File: src/rtl/usb_evt_pkg.sv
package usb_evt_pkg;

    localparam int FLAG_W  = 8;
    localparam int B_SUSP  = 0;
    localparam int B_SOF   = 2;
    localparam int B_RSTE  = 3;
    localparam int B_WAKE  = 4;
    localparam int B_RSME  = 5;
    localparam int B_UPRS  = 6;

    // Implemented flag positions; the others are reserved and read as zero.
    localparam logic [FLAG_W-1:0] LIVE_MASK = 8'b0111_1101;

    typedef struct packed {
        logic up_resume;
        logic resume_end;
        logic wake;
        logic reset_end;
        logic sof;
        logic suspend;
    } evt_t;

    function automatic logic [FLAG_W-1:0] evt_to_vec(evt_t e);
        logic [FLAG_W-1:0] v;
        v         = '0;
        v[B_SUSP] = e.suspend;
        v[B_SOF]  = e.sof;
        v[B_RSTE] = e.reset_end;
        v[B_WAKE] = e.wake;
        v[B_RSME] = e.resume_end;
        v[B_UPRS] = e.up_resume;
        return v;
    endfunction

endpackage

File: src/rtl/usb_idle_timer.sv
module usb_idle_timer #(
    parameter int TICK_DIV   = 250,
    parameter int IDLE_TICKS = 3000
) (
    input  logic clk,
    input  logic rst,
    input  logic bus_active_i,
    output logic fire_o
);
    localparam int PW = $clog2(TICK_DIV);
    localparam int CW = $clog2(IDLE_TICKS + 1);
    localparam logic [PW-1:0] PRE_LAST = PW'(TICK_DIV - 1);
    localparam logic [CW-1:0] CNT_LAST = CW'(IDLE_TICKS - 1);

    logic [PW-1:0] pre_q;
    logic [CW-1:0] cnt_q;
    logic          armed_q;
    logic          tick;

    assign tick   = (pre_q == PRE_LAST);
    assign fire_o = tick && armed_q && (cnt_q == CNT_LAST) && !bus_active_i;

    always_ff @(posedge clk) begin
        if (rst || bus_active_i) begin
            pre_q   <= '0;
            cnt_q   <= '0;
            armed_q <= 1'b1;
        end else begin
            pre_q <= tick ? '0 : pre_q + 1'b1;
            if (tick && cnt_q != CNT_LAST)
                cnt_q <= cnt_q + 1'b1;
            if (fire_o)
                armed_q <= 1'b0;
        end
    end


    single_fire_chk: assert property (@(posedge clk) disable iff (rst)
        fire_o |=> !fire_o);


    restart_chk: assert property (@(posedge clk) disable iff (rst)
        bus_active_i |=> (cnt_q == '0) && !fire_o);

endmodule

File: src/rtl/usb_evt_flags.sv
module usb_evt_flags
    import usb_evt_pkg::*;
(
    input  logic              clk,
    input  logic              rst,
    input  evt_t              set_i,
    input  logic              wr_i,
    input  logic [FLAG_W-1:0] wr_data_i,
    output logic [FLAG_W-1:0] flags_o
);
    logic [FLAG_W-1:0] set_vec;
    assign set_vec = evt_to_vec(set_i);

    for (genvar g = 0; g < FLAG_W; g++) begin : g_bit
        if (LIVE_MASK[g]) begin : g_live
            logic q;
            always_ff @(posedge clk) begin
                if (rst)
                    q <= 1'b0;
                else if (set_vec[g])
                    q <= 1'b1;
                else if (wr_i && !wr_data_i[g])
                    q <= 1'b0;
            end
            assign flags_o[g] = q;


            set_wins_chk: assert property (@(posedge clk) disable iff (rst)
                set_vec[g] |=> flags_o[g]);


            clear_chk: assert property (@(posedge clk) disable iff (rst)
                (wr_i && !wr_data_i[g] && !set_vec[g]) |=> !flags_o[g]);


            hold_chk: assert property (@(posedge clk) disable iff (rst)
                (!set_vec[g] && !(wr_i && !wr_data_i[g])) |=> $stable(flags_o[g]));
        end else begin : g_rsvd
            assign flags_o[g] = 1'b0;
        end
    end

endmodule

File: src/rtl/usb_dev_evt_irq.sv
module usb_dev_evt_irq
    import usb_evt_pkg::*;
#(
    parameter int TICK_DIV   = 250,
    parameter int IDLE_TICKS = 3000
) (
    input  logic       clk,
    input  logic       rst,
    input  logic       ev_up_resume_i,
    input  logic       ev_resume_end_i,
    input  logic       ev_wake_i,
    input  logic       ev_reset_end_i,
    input  logic       ev_sof_i,
    input  logic       sof_crc_err_i,
    input  logic       bus_active_i,
    input  logic       flag_wr_i,
    input  logic [7:0] flag_wr_data_i,
    input  logic       ien_wr_i,
    input  logic [7:0] ien_wr_data_i,
    output logic [7:0] flags_o,
    output logic [7:0] ien_o,
    output logic       fn_err_o,
    output logic       irq_o
);
    logic susp_fire;
    evt_t evt;
    logic [FLAG_W-1:0] ien_q;
    logic fn_err_q;

    usb_idle_timer #(
        .TICK_DIV  (TICK_DIV),
        .IDLE_TICKS(IDLE_TICKS)
    ) u_idle (
        .clk         (clk),
        .rst         (rst),
        .bus_active_i(bus_active_i),
        .fire_o      (susp_fire)
    );

    always_comb begin
        evt.up_resume  = ev_up_resume_i;
        evt.resume_end = ev_resume_end_i;
        evt.wake       = ev_wake_i;
        evt.reset_end  = ev_reset_end_i;
        evt.sof        = ev_sof_i;
        evt.suspend    = susp_fire;
    end

    usb_evt_flags u_flags (
        .clk      (clk),
        .rst      (rst),
        .set_i    (evt),
        .wr_i     (flag_wr_i),
        .wr_data_i(flag_wr_data_i),
        .flags_o  (flags_o)
    );

    always_ff @(posedge clk) begin
        if (rst)
            ien_q <= '0;
        else if (ien_wr_i)
            ien_q <= ien_wr_data_i & LIVE_MASK;
    end

    always_ff @(posedge clk) begin
        if (rst)
            fn_err_q <= 1'b0;
        else if (ev_sof_i)
            fn_err_q <= sof_crc_err_i;
    end

    assign ien_o    = ien_q;
    assign fn_err_o = fn_err_q;
    assign irq_o    = |(flags_o & ien_q);


    fn_err_load_chk: assert property (@(posedge clk) disable iff (rst)
        ev_sof_i |=> (fn_err_o == $past(sof_crc_err_i)));


    fn_err_hold_chk: assert property (@(posedge clk) disable iff (rst)
        !ev_sof_i |=> $stable(fn_err_o));


    ien_load_chk: assert property (@(posedge clk) disable iff (rst)
        ien_wr_i |=> (ien_o[6:2] == $past(ien_wr_data_i[6:2])) && (ien_o[0] == $past(ien_wr_data_i[0])));

endmodule

File: config.mk
export PLATFORM = sky130hd
export DESIGN_NAME = usb_dev_evt_irq
export DESIGN_NICKNAME = d
export VERILOG_FILES = /design/src/rtl/usb_evt_pkg.sv /design/src/rtl/usb_idle_timer.sv /design/src/rtl/usb_evt_flags.sv /design/src/rtl/usb_dev_evt_irq.sv
export SDC_FILE = /design/constraint.sdc
export NUM_CORES = 1
export LEC_CHECK = 0
export CORE_ASPECT_RATIO = 0.5
export CORE_MARGIN = 2
export CORE_UTILIZATION = 23
export DETAILED_ROUTE_END_ITERATION = 6
export PLACE_DENSITY = 0.51
export SLEW_MARGIN = 20
export SYNTH_ARGS = -nofsm -noshare
export SYNTH_HDL_FRONTEND = slang
export SYNTH_SLANG_ARGS = --single-unit
File: constraint.sdc
create_clock -name clk -period 1.65 [get_ports clk]
set_input_delay 0.33 -clock clk [delete_from_list [all_inputs] [get_ports clk]]
set_output_delay 0.33 -clock clk [all_outputs]
set_load 0.02 [all_outputs]
==> flow_metrics.env, run 1 <==
export IMPL_cts_root_buf="clkbuf_16"
export IMPL_grt_pass1_vias=1315
export IMPL_crit_family="simple AND/OR/NAND/NOR gates"
export IMPL_totalPowerFinal_w=0.001970
export IMPL_worst_slack_ns=0.009483
export IMPL_yosys_top_cells_area="dfxtp_1 (43%), nor2_1 (6.7%), mux2i_1 (5.1%), buf_4 (4.8%), xnor2_1 (3.9%)"
export IMPL_finalSetupViolCount=0
export IMPL_h_tree_depth=2
export IMPL_synth_distinct_cells=34
export IMPL_core_sq_um=6648
export IMPL_drtAntennaViolNets=0
export IMPL_min_period_over_period_pct=99.43
export IMPL_rows=21
export IMPL_synth_top_cell_area_share_pct=43.42
export IMPL_power_density_nw_per_um2=844.0
export IMPL_ios=45
export IMPL_drive_gt1_share_pct=21.83
export IMPL_ys_warn_count=0
export IMPL_cp_end_kind="flip-flop"
export IMPL_via_per_inst=4.271
export IMPL_synth_common_cells="dfxtp_1 (34), nor2_1 (28), a21oi_1 (12), nand2_1 (12), buf_4 (10)"
export IMPL_timing_final_crit_period_ns=1.641
export IMPL_die_area_sq_um=7533
export IMPL_slew_violations=0
export IMPL_antenna_found_initial=0
export IMPL_initial_core_util_pct=23.58
export IMPL_cap_violations=0
export IMPL_route_met2_wl_mm=1.619
export IMPL_synthCells=175
export IMPL_highest_layer="met4"
export IMPL_wl_met1_mm=1.851
export IMPL_dp_hpwl_mm=2.745
export IMPL_hold_viol=0
export IMPL_grt_pass1_wl_mm=6.065
export IMPL_vias=1371
export IMPL_arrival_ns=1.85
export IMPL_numClockSinks=34
export IMPL_postRouteWirelength_mm=3.658
export IMPL_dr_wl_met3_um=158
export IMPL_detail_route_wl_per_cell_um=11.40
export IMPL_portBuffers=36
export IMPL_fmax_mhz=609.6
export IMPL_worst_path_max_delay_cell="or4_4"
export IMPL_ys_ff_latch=34
export IMPL_ys_flop_type="dfxtp_1"
export IMPL_rsz0062_at_grt="yes"
export IMPL_critPathRequiredTime_ns=1.86
export IMPL_ir_drop_mv=0.3519
export IMPL_cts_buffers=5
export IMPL_skew_ns=0.004795
export IMPL_clkTransAtPathRegs_ns=0.05
export IMPL_path_buf_inv=1
export IMPL_drt_iter0_markers=60
export IMPL_ys_seq_area_share_pct=43.42
export IMPL_grt_max_degree=14
export IMPL_synth_most_common_cell="dfxtp_1"
export IMPL_cts_tree="built"
export IMPL_hp_class="reg2reg"
export IMPL_drcViolationCount=0
export IMPL_synth_area_leader_cell="dfxtp_1"
export IMPL_status="finished, final reports clean"
export IMPL_fillCellCount=687
export IMPL_overflow=0
export IMPL_cts_max_path_buffers=2
export IMPL_cpPeakStageDelay_ns=0.52
export IMPL_placed_area_sq_um=2118
export IMPL_clk_latency_ns=0.28
export IMPL_grtUsageTotal_pct=10.13
export IMPL_place_gp_congestion=0.8194
export IMPL_dieWidth_um=120.8
export IMPL_die_y_um=62.38
export IMPL_cp_max_fo=4
export IMPL_n_antenna_cell=0
export IMPL_syn2layout_area_growth_pct=48.92
export IMPL_crit_chain="inv_2, ha_4, nand3b_4, or3_4, or4_4, a21oi_2"
export IMPL_dpl_worst_slack_ns=-0.06462
export IMPL_path_class="reg2reg"
export IMPL_p_leak_nw=0.8960
export IMPL_start_kind="flip-flop"
export IMPL_fin_setup_tns_ns=0
export IMPL_finalInstanceArea_sq_um=2335
export IMPL_syn_area_sq_um=1568
export IMPL_drt_pass1_iter_count=4
export IMPL_ys_async_sr_fraction_pct=0
export IMPL_synth_edf_count=0
export IMPL_nNetsFinal=258
export IMPL_avgSynthCellArea_sq_um=8.959
-- cells by family (layout without fill, tap and decap cells) --
kind of cell / after synthesis / after routing / share of synthesized area, %
simple gates: 77 / 77 / 27.14
flops: 34 / 34 / 43.42
compound gates: 26 / 26 / 10.22
buf+inv: 17 / 68 / 6.464
xor+xnor: 9 / 9 / 5.028
mux: 8 / 8 / 5.108
fa+ha+maj: 3 / 3 / 2.395
other cells: 1 / 4 / 0.2392
-- routing by layer --
metal,vias to the layer above,global-route usage (%)
met3,4,3.285
met1,635,13.82
met2,27,15.25
met4,0,3.052
li1,705,-
met5,-,0
-- cell usage in the layout, fill, tap and decap left out, types with 2 or more instances in the layout --
cell,count
nand4_1,2
a22oi_1,2
buf_4,20
dfxtp_1,26
o31ai_1,4
or4_1,3
dfxtp_4,3
conb_1,4
o21ai_0,2
or3_4,2
inv_1,2
nor2_1,28
nand2_1,12
nand2b_1,6
xnor2_1,7
nand3_1,8
ha_1,2
nor4_1,4
xor2_1,2
or3_1,3
clkbuf_16,5
a21o_1,2
clkdlybuf4s50_1,34
a21oi_1,11
dfxtp_2,5
mux2i_1,8
-- final cells by class --
type	instances	area (sq um)	share of cell area (%)
multi-input cells	127	839.6	35.96
flip-flops and latches	34	698.2	29.90
inverters	3	11.26	0.4823
clock buffers	7	142.6	6.109
well taps	92	115.1	4.930
repair buffers	57	523.0	22.40
clock inverters	1	5.005	0.2144
-- path summary, 6_finish.rpt --
path	from	to	slack (ns)	cells past startpoint
max	u_idle.pre_q[1]	u_idle.cnt_q[10]	0.009	6
min	u_idle.armed_q	u_flags.g_bit[0].g_live.q	0.45	2
max reg2reg	u_idle.pre_q[1]	u_idle.cnt_q[10]	0.009	6
min reg2reg	u_idle.armed_q	u_flags.g_bit[0].g_live.q	0.45	2
-- worst min-delay path: stages, from the launching register on --
cell and delay [ns]:
dfxtp_1 0.31, nand2_1 0.05, o21ai_1 0.05
-- per-stage QoR --
| step | instances | hold slack, ns | utilization, % |
|---|---|---|---|
| 2_1_floorplan | 178 | 0.4024 | - |
| 3_3_place_gp | 312 | 0.4373 | 31.87 |
| 3_5_place_dp | 312 | 0.4443 | 31.87 |
| 4_1_cts | 321 | 0.4569 | 34.43 |
| 5_1_grt | 321 | 0.4643 | 35.12 |
| 6_report | 321 | 0.4535 | 35.12 |
-- where the power goes --
group / switching (W) / total, W / leakage [nW] / internal, W
Clock: 0.000318 / 0.000915 / 0.0739 / 0.000597
Combinational: 0.0000894 / 0.000199 / 0.540 / 0.000110
Sequential: 0.0000167 / 0.000856 / 0.282 / 0.000839
-- sequential cells by signal (all words and copies together) (netlist names) --
signal and count:
fn_err_o 1, ien_o 6, u_idle.cnt_q 12, u_idle.pre_q 8
u_idle.armed_q 1, u_flags.g_bit.g_live.q 6
-- repair_timing --
item,in CTS,in global routing
pin swaps,4,5
resized for setup,7,15
hold buffers,0,0
setup endpoints to repair,6,9
setup buffers,1,0
Note: power is estimated with default switching activity, not from simulation.
==> inputs of run 2 (changes only) <==
--- a/config.mk
+++ b/config.mk
@@ -5,11 +5,11 @@
 export SDC_FILE = /design/constraint.sdc
 export NUM_CORES = 1
 export LEC_CHECK = 0
-export CORE_ASPECT_RATIO = 0.5
+export CORE_ASPECT_RATIO = 0.8
 export CORE_MARGIN = 2
-export CORE_UTILIZATION = 23
+export CORE_UTILIZATION = 42
 export DETAILED_ROUTE_END_ITERATION = 6
-export PLACE_DENSITY = 0.51
+export PLACE_DENSITY = 0.8
 export SLEW_MARGIN = 20
 export SYNTH_ARGS = -nofsm -noshare
 export SYNTH_HDL_FRONTEND = slang
==> flow_metrics.env, run 2 (synthesis results as in run 1) <==
export IMPL_status="finished, final reports clean"
export IMPL_grt_pass1_vias=1367
export IMPL_multi_input_comb_area_sq_um=860.8
export IMPL_grt_pass1_wl_mm=6.175
export IMPL_via_per_inst=5.159
export IMPL_slew_violations=0
export IMPL_r2r_setup_slack_ns=0.009
export IMPL_cts_root_buf="clkbuf_8"
export IMPL_drt_iter0_markers=89
export IMPL_portBuffers=36
export IMPL_drcViolationCount=0
export IMPL_fmax_mhz=609.2
export IMPL_top_regs="u_idle.cnt_q x12, u_idle.pre_q x8"
export IMPL_drt_pass1_iter_count=4
export IMPL_clk_latency_ns=0.30
export IMPL_worst_path_max_delay_cell="or4_4"
export IMPL_grt_max_degree=14
export IMPL_nNetsFinal=263
export IMPL_ios=45
export IMPL_min_period_over_period_pct=99.48
export IMPL_core_sq_um=3495
export IMPL_rr_endpoint="u_idle.cnt_q[10]"
export IMPL_hold_start="u_idle.armed_q"
export IMPL_worstReg2RegStart="u_idle.pre_q[1]"
export IMPL_hold_viol=0
export IMPL_ir_drop_mv=0.5562
export IMPL_final_core_utilization_pct=65.34
export IMPL_worst_slack_ns=0.008552
export IMPL_syn2layout_area_growth_pct=45.65
export IMPL_cts_tree="built"
export IMPL_crit_chain="inv_2, ha_4, nand3b_4, or3_4, or4_4, a21oi_2"
export IMPL_clkTransAtPathRegs_ns=0.07
export IMPL_hp_class="reg2reg"
export IMPL_die_y_um=58.65
export IMPL_hold_depth=2
export IMPL_regMostFlops="u_idle.cnt_q"
export IMPL_dp_hpwl_mm=2.709
export IMPL_regArea_sq_um=693.2
export IMPL_n_antenna_cell=0
export IMPL_totalPowerFinal_w=0.001706
export IMPL_initial_core_util_pct=44.86
export IMPL_grtUsageTotal_pct=19.39
export IMPL_path_class="reg2reg"
export IMPL_rsz0062_at_grt="yes"
export IMPL_cp_max_fo=4
export IMPL_drtAntennaViolNets=0
export IMPL_cts_buffers=5
export IMPL_die_area_sq_um=4240
export IMPL_power_density_nw_per_um2=747.2
export IMPL_h_tree_depth=2
export IMPL_largest_reg_flops=12
export IMPL_dieWidth_um=72.31
export IMPL_place_gp_congestion=0.9221
export IMPL_layout_commonest_cell="clkdlybuf4s50_1"
export IMPL_antenna_found_initial=0
export IMPL_dpl_worst_slack_ns=-0.07230
export IMPL_overflow=0
export IMPL_numClockSinks=34
export IMPL_drive_gt1_share_pct=24.36
export IMPL_fillCellCount=287
export IMPL_cts_max_path_buffers=2
export IMPL_skew_ns=0.006710
export IMPL_final_cell_mix="clkdlybuf4s50_1 (29), nor2_1 (28), dfxtp_1 (28), buf_4 (25), nand2_1 (12)"
export IMPL_postRouteWirelength_mm=3.903
export IMPL_rr_worst_depth=6
export IMPL_cpPeakStageDelay_ns=0.52
export IMPL_arrival_ns=1.88
export IMPL_rows=19
export IMPL_detail_route_wl_per_cell_um=14.14
export IMPL_finalSetupViolCount=0
export IMPL_p_leak_nw=0.9686
export IMPL_postCtsHoldBufs=0
export IMPL_timing_final_crit_period_ns=1.641
export IMPL_start_kind="flip-flop"
export IMPL_vias=1424
export IMPL_cap_violations=0
export IMPL_critPathRequiredTime_ns=1.89
export IMPL_min_to="u_flags.g_bit[0].g_live.q"
export IMPL_cp_end_kind="flip-flop"
## run 2: worst max-delay path by stage
stage | startpoint | to | slack, ns
finish | u_idle.pre_q[1] | u_idle.cnt_q[10] | 0.009
global placement | u_idle.pre_q[1] | u_idle.cnt_q[10] | -0.03
global route | u_idle.pre_q[1] | u_idle.cnt_q[10] | -0.05
floorplan | u_idle.pre_q[1] | u_idle.cnt_q[10] | -0.03
CTS | u_idle.pre_q[1] | u_idle.cnt_q[10] | -0.009
detailed placement | u_idle.pre_q[1] | u_idle.cnt_q[10] | -0.07
## run 2: area by class of cell
type,count,area share (%)
clock buffer,7,3.781
clock inverter,1,0.2192
inverter,3,0.4932
multi-input combinational,127,37.70
sequential,34,30.36
tap,42,2.301
timing repair buffer,62,25.15
## run 2: per-stage QoR
| stage | hold slack [ns] | setup TNS [ns] | instances | cell area, sq um |
|---|---|---|---|---|
| finish | 0.4646 | 0 | 276 | 2283 |
| global route | 0.4785 | -0.1147 | 276 | 2283 |
| CTS | 0.4631 | -0.008823 | 275 | 2196 |
| detailed placement | 0.4397 | -0.1572 | 264 | 2071 |
| global placement | 0.4336 | -0.03224 | 264 | 2071 |
| floorplan | 0.4024 | -0.03013 | 178 | 1583 |
## run 2: power by group
part	internal (W)	switching, W	total (W)
sequential	0.000839	0.0000180	0.000857
combinational	0.000109	0.0000908	0.000200
clock	0.000337	0.000313	0.000649
## run 2: critical path: cells and delay by family, from the launching register on
family,cells,cell delay [ns]
simple gates,3,0.96
buf+inv,1,0.06
fa+ha+maj,1,0.13
compound gates,1,0.12
flops,1,0.33
## run 2: routing by layer
layer | track usage (%) | up-vias | wire [um]
li1 | - | 719 | -
met1 | 24.79 | 663 | 1784
met2 | 29.23 | 30 | 1861
met3 | 5.993 | 12 | 142
met4 | 10.78 | 0 | 114
met5 | 0 | - | 0
## run 2: what timing repair did
action,in CTS,in global routing
endpoints found under the setup margin,7,12
pin swaps,4,5
buffers inserted,3,1
endpoints found under the hold margin,0,0
resized for setup,5,24
==> inputs of run 3 (changes only) <==
--- a/config.mk
+++ b/config.mk
@@ -9,6 +9,7 @@
 export CORE_MARGIN = 2
 export CORE_UTILIZATION = 42
 export DETAILED_ROUTE_END_ITERATION = 6
+export GPL_ROUTABILITY_DRIVEN = 0
 export PLACE_DENSITY = 0.8
 export SLEW_MARGIN = 20
 export SYNTH_ARGS = -nofsm -noshare
==> results of run 3 <==
Same layout as run 2: the final DEF is identical, and so are final timing and power.
